**src/rtl/spi_pin_ctrl.sv**
```systemverilog
module spi_pin_ctrl (
  input  logic       clk,
  input  logic       rst_n,
  input  logic       cfg_wr,
  input  logic [7:0] cfg_wdata,
  output logic [7:0] cfg_rdata,
  input  logic       master_req,
  input  logic       xfer_busy,
  input  logic       wait_req,
  input  logic       fault_clr,
  input  logic       shift_out,
  output logic       rx_data,
  input  logic       mosi_in,
  output logic       mosi_out,
  output logic       mosi_oe,
  output logic       mosi_own,
  input  logic       miso_in,
  output logic       miso_out,
  output logic       miso_oe,
  output logic       miso_own,
  input  logic       ss_in,
  output logic       ss_used,
  output logic       is_master,
  output logic       mode_fault,
  output logic       xfer_abort,
  output logic       spi_clk_en
);
  localparam logic [7:0] KEEP_MASK = 8'h1B;

  logic [7:0] cfg_q;
  logic       fault_q, abort_q;
  logic       fd_en, one_wire_oe, stop_wait, one_wire;
  logic [7:0] diff, trig_mask;

  assign fd_en       = cfg_q[4];
  assign one_wire_oe = cfg_q[3];
  assign stop_wait   = cfg_q[1];
  assign one_wire    = cfg_q[0];

  assign cfg_rdata  = cfg_q;
  assign is_master  = master_req & ~fault_q;
  assign mode_fault = fault_q;
  assign xfer_abort = abort_q;
  assign spi_clk_en = ~(stop_wait & wait_req);
  assign ss_used    = ~is_master | fd_en;

  assign mosi_out = shift_out;
  assign miso_out = shift_out;
  assign mosi_own = ~one_wire | is_master;
  assign miso_own = ~one_wire | ~is_master;
  assign mosi_oe  = is_master & (~one_wire | one_wire_oe);
  assign miso_oe  = ~is_master & (~one_wire | one_wire_oe);
  assign rx_data  = (is_master ^ one_wire) ? miso_in : mosi_in;

  assign diff      = (cfg_wdata & KEEP_MASK) ^ cfg_q;
  assign trig_mask = {4'b0001, one_wire, 2'b00, 1'b1};

  always_ff @(posedge clk or negedge rst_n) begin
    if (!rst_n) begin
      cfg_q   <= 8'h00;
      fault_q <= 1'b0;
      abort_q <= 1'b0;
    end else begin
      if (cfg_wr) cfg_q <= cfg_wdata & KEEP_MASK;
      abort_q <= cfg_wr & is_master & xfer_busy & |(diff & trig_mask);
      fault_q <= (is_master & fd_en & ~ss_in) | (fault_q & ~fault_clr);
    end
  end

  a_r3_one_driver: assert property (@(posedge clk) disable iff (!rst_n)
    !(mosi_oe && miso_oe));
  a_r6_slave_ss: assert property (@(posedge clk) disable iff (!rst_n)
    !is_master |-> ss_used);
  a_r9_abort_cause: assert property (@(posedge clk) disable iff (!rst_n)
    xfer_abort |-> ($past(cfg_wr) && $past(xfer_busy) && $past(is_master)));
  a_r9_same_value: assert property (@(posedge clk) disable iff (!rst_n)
    (cfg_wr && cfg_rdata == (cfg_wdata & 8'h1B)) |=> !xfer_abort);
  a_r10_sticky: assert property (@(posedge clk) disable iff (!rst_n)
    (mode_fault && !fault_clr) |=> mode_fault);
  a_r10_demote: assert property (@(posedge clk) disable iff (!rst_n)
    mode_fault |-> !is_master);
  a_r11_gate: assert property (@(posedge clk) disable iff (!rst_n)
    !spi_clk_en |-> wait_req);
endmodule

```
**config.mk**
```make
export PLATFORM = sky130hd
export DESIGN_NAME = spi_pin_ctrl
export DESIGN_NICKNAME = d
export VERILOG_FILES = /design/src/rtl/spi_pin_ctrl.sv
export SDC_FILE = /design/constraint.sdc
export NUM_CORES = 1
export LEC_CHECK = 0
export ABC_AREA = 1
export BUFFER_PORTS_ARGS = -buffer_cell sky130_fd_sc_hd__buf_2
export CAP_MARGIN = 40
export CORE_AREA = 2 2 39 41
export CTS_CLUSTER_DIAMETER = 80
export DETAILED_ROUTE_END_ITERATION = 10
export DIE_AREA = 0 0 41 43
export GPL_ROUTABILITY_DRIVEN = 0
export PLACE_DENSITY = 0.66
export SYNTH_ARGS = -nofsm -noshare
export SYNTH_HDL_FRONTEND = slang
export SYNTH_SLANG_ARGS = --single-unit
```
**constraint.sdc**
```tcl
create_clock -name clk -period 1.3 [get_ports clk]
set_input_delay 0.065 -clock clk [delete_from_list [all_inputs] [get_ports clk]]
set_output_delay 0.065 -clock clk [all_outputs]
set_load 0.01 [all_outputs]
```
==> impl_results.md <==
- Status: complete, but fails checks
- Failing checks: setup timing
- Final worst setup slack: -180 ps
- Leakage Power: ~0.35 nW
- Final Util: ~43%
- Flops & latches, synth: 6
- Share of the synthesized area in the top cell type: 36.8%
- Crit end category: output pin
- YS warnings: 0
- Post-synth top area cell: dfrtp_1
- Number of port buffers: 27
- Wire length per cell: 8.87 µm
- Syn Area/Cell: approximately 7.6 µm²
- Final Hold Viols: 0
- Worst EP arrival: roughly 1400 ps
- Peak supply drop: roughly 0.0004 V
- Starting DRC count in detailed routing: 5
- Maximum root-to-sink buffer count: 2
- Sequential cell area fraction in the yosys report: between 30% and 40%
- Clk slew on worst S/H paths: approximately 50 ps
- Fraction of registers with async set/reset: 100%
- Synth top area cells: dfrtp_1, nand2_1, buf_4
- Vias/cell: approximately 4.3
- Clk_lat worst skew: between 200 and 250 ps
- Die Wd: approximately 40 µm
- Die ar.: 0.00176 mm²
- Number of antenna diodes: 0
- Final worst-path cycle share: 114%
- Type of the worst setup path: flip-flop to output pin
- DRC Markers: 0
- Core ar.: between 0.001 and 0.0015 mm²
- Final net count: about 110
- Crit path launch type: flip-flop
- GR Util All Layers: 11.5%
- Row count: 14
- Placed cell area: roughly 530 µm²
- CTS tree: built
- CTS buffer count: 3
- Vias in the first global route: 325
- Final WL: slightly below 900 µm
- DP HPWL: a little under 700 µm
- Max frequency: ~680 MHz
- Die Span Y: 43 µm
- Post-synth EDFFs: 0
- Share of cells above drive strength 1: approximately half
- Max Cap Violations: 0
- Gate count of the mapped netlist: 54
- Initial core utilization: between 20% and 30%
- DRT antenna net count: 0
- Clock Sinks: 6
- WP data required: 1240 ps
- Min cycle time layout: about 1500 ps
- Final Cell Area: roughly 600 µm²
- Crit Path Max Fanout: 2
- First-pass GRT wire length: between 1000 and 1500 µm
- Clk root buf: clkbuf_4
- Post-Synthesis Cell Area: between 400 and 500 µm²
- Yosys cell types: 17
- Initial antenna violation count: 0
- Final setup viols: 1
- DRT Pass-1 Iters: 4
- Clk_skew: between 2 and 3 ps
- Hold Path Class: primary input to flip-flop
- Total power per unit cell area: about 980 mW/mm²
- Largest net degree at the start of global routing: 9
- Top FF cell, synth: dfrtp_1
- H-Tree Depth: 1
- Grt ovf: 0
- I/O Pins: 39
- Unrepaired setup endpoints after global routing: yes
- Max-slew violation count: 0
- Area growth syn-to-layout: 46.9%
- Vias: about 420
synthesized netlist by cell type (3+ instances only):
| cell | n |
|---|---|
| o21ai_0 | 4 |
| dfrtp_1 | 6 |
| buf_4 | 6 |
| nor2_1 | 3 |
| nand2_1 | 16 |
| inv_2 | 3 |
| inv_1 | 6 |
registers in the layout (all words and copies together), names as in the netlist:
name	flops
xfer_abort	1
cfg_rdata	4
mode_fault	1
stage by stage:
step | TNS (ps) | total power, mW | hold WS [ps] | worst slack (ps) | cells
finish | -180 | 0.586 | 16.8 | -180 | 99
global route | -229 | 0.633 | 28.2 | -229 | 99
CTS | -196 | 0.589 | 11.6 | -196 | 99
detailed placement | 0 | 0.395 | -107 | 37.4 | 95
global placement | 0 | 0.392 | -107 | 47.6 | 95
floorplan | 0 | 0.331 | -231 | 82.3 | 57
cell type report:
class                           count  area [µm²]
Clock buffer                        3        22.5
Fill cell                         147         785
Inverter                            9        36.3
Multi-Input combinational cell     35         204
Sequential cell                     6         150
Tap cell                           16        20.0
Timing Repair Buffer               30         166
critical path, stage by stage, from the launching register on:
cell	delay, ps
dfrtp_1	380
inv_2	80
nand2_4	60
ha_4	250
mux2_4	290
buf_6	120
timing repair:
item                                    in CTS  in global routing
gates resized for setup                      3                  4
endpoints found under the setup margin       1                  4
setup buffers                                0                  1
endpoints found under the hold margin        6                  0
hold buffers                                 1                  0
pin swaps                                    0                  2
per-layer routing:
layer,up-vias,global-route usage [%],share of wire [%]
met5,-,0,0
met4,0,10.0,0
met3,0,3.14,7.9
met2,19,15.3,46
met1,190,14.5,46
li1,213,-,-
path summary, 6_finish.rpt:
| kind | from | to | slack [ps] | cells past startpoint |
|---|---|---|---|---|
| max reg2reg | cfg_rdata[0] | xfer_abort | 290 | 7 |
| min in group asynchronous | rst_n | mode_fault | 170 | 2 |
| max in group asynchronous | rst_n | cfg_rdata[4] | 980 | 2 |
| max | mode_fault | rx_data | -180 | 5 |
| min reg2reg | cfg_rdata[1] | cfg_rdata[1] | 530 | 1 |
| min | fault_clr | mode_fault | 20 | 2 |
cells by family (layout without fill, tap and decap cells):
group           after synthesis  after routing  share of synthesized area [%]
fa+ha+maj                     1              1                           3.07
mux                           2              2                           6.44
buf+inv                      16             42                           22.1
flops                         6              6                           36.8
simple gates                 22             22                           23.0
other cells                   1              4                          0.919
compound gates                6              6                           7.67
placed cells by master (no fill, tap or decap):
cell,synthesis,final
nand3_1,1,1
dfrtp_1,6,6
nor2_4,1,1
nor2_1,3,3
mux2_4,1,2
clkbuf_4,0,3
dlygate4sd3_1,0,1
ha_4,0,1
o21ai_2,0,1
o22ai_1,1,1
nand2_4,0,1
buf_6,1,1
a21oi_1,1,1
buf_4,6,2
buf_2,0,26
nand2_1,16,16
o21ai_0,4,3
inv_2,3,2
inv_4,0,1
inv_1,6,6
conb_1,1,4
report_power, final:
part	internal, mW	total [mW]	switching, mW
sequential	0.203	0.217	0.0142
combinational	0.0955	0.199	0.104
clock	0.104	0.170	0.0652
total	0.403	0.586	0.183
No activity file was read; power rests on OpenSTA's default activity.
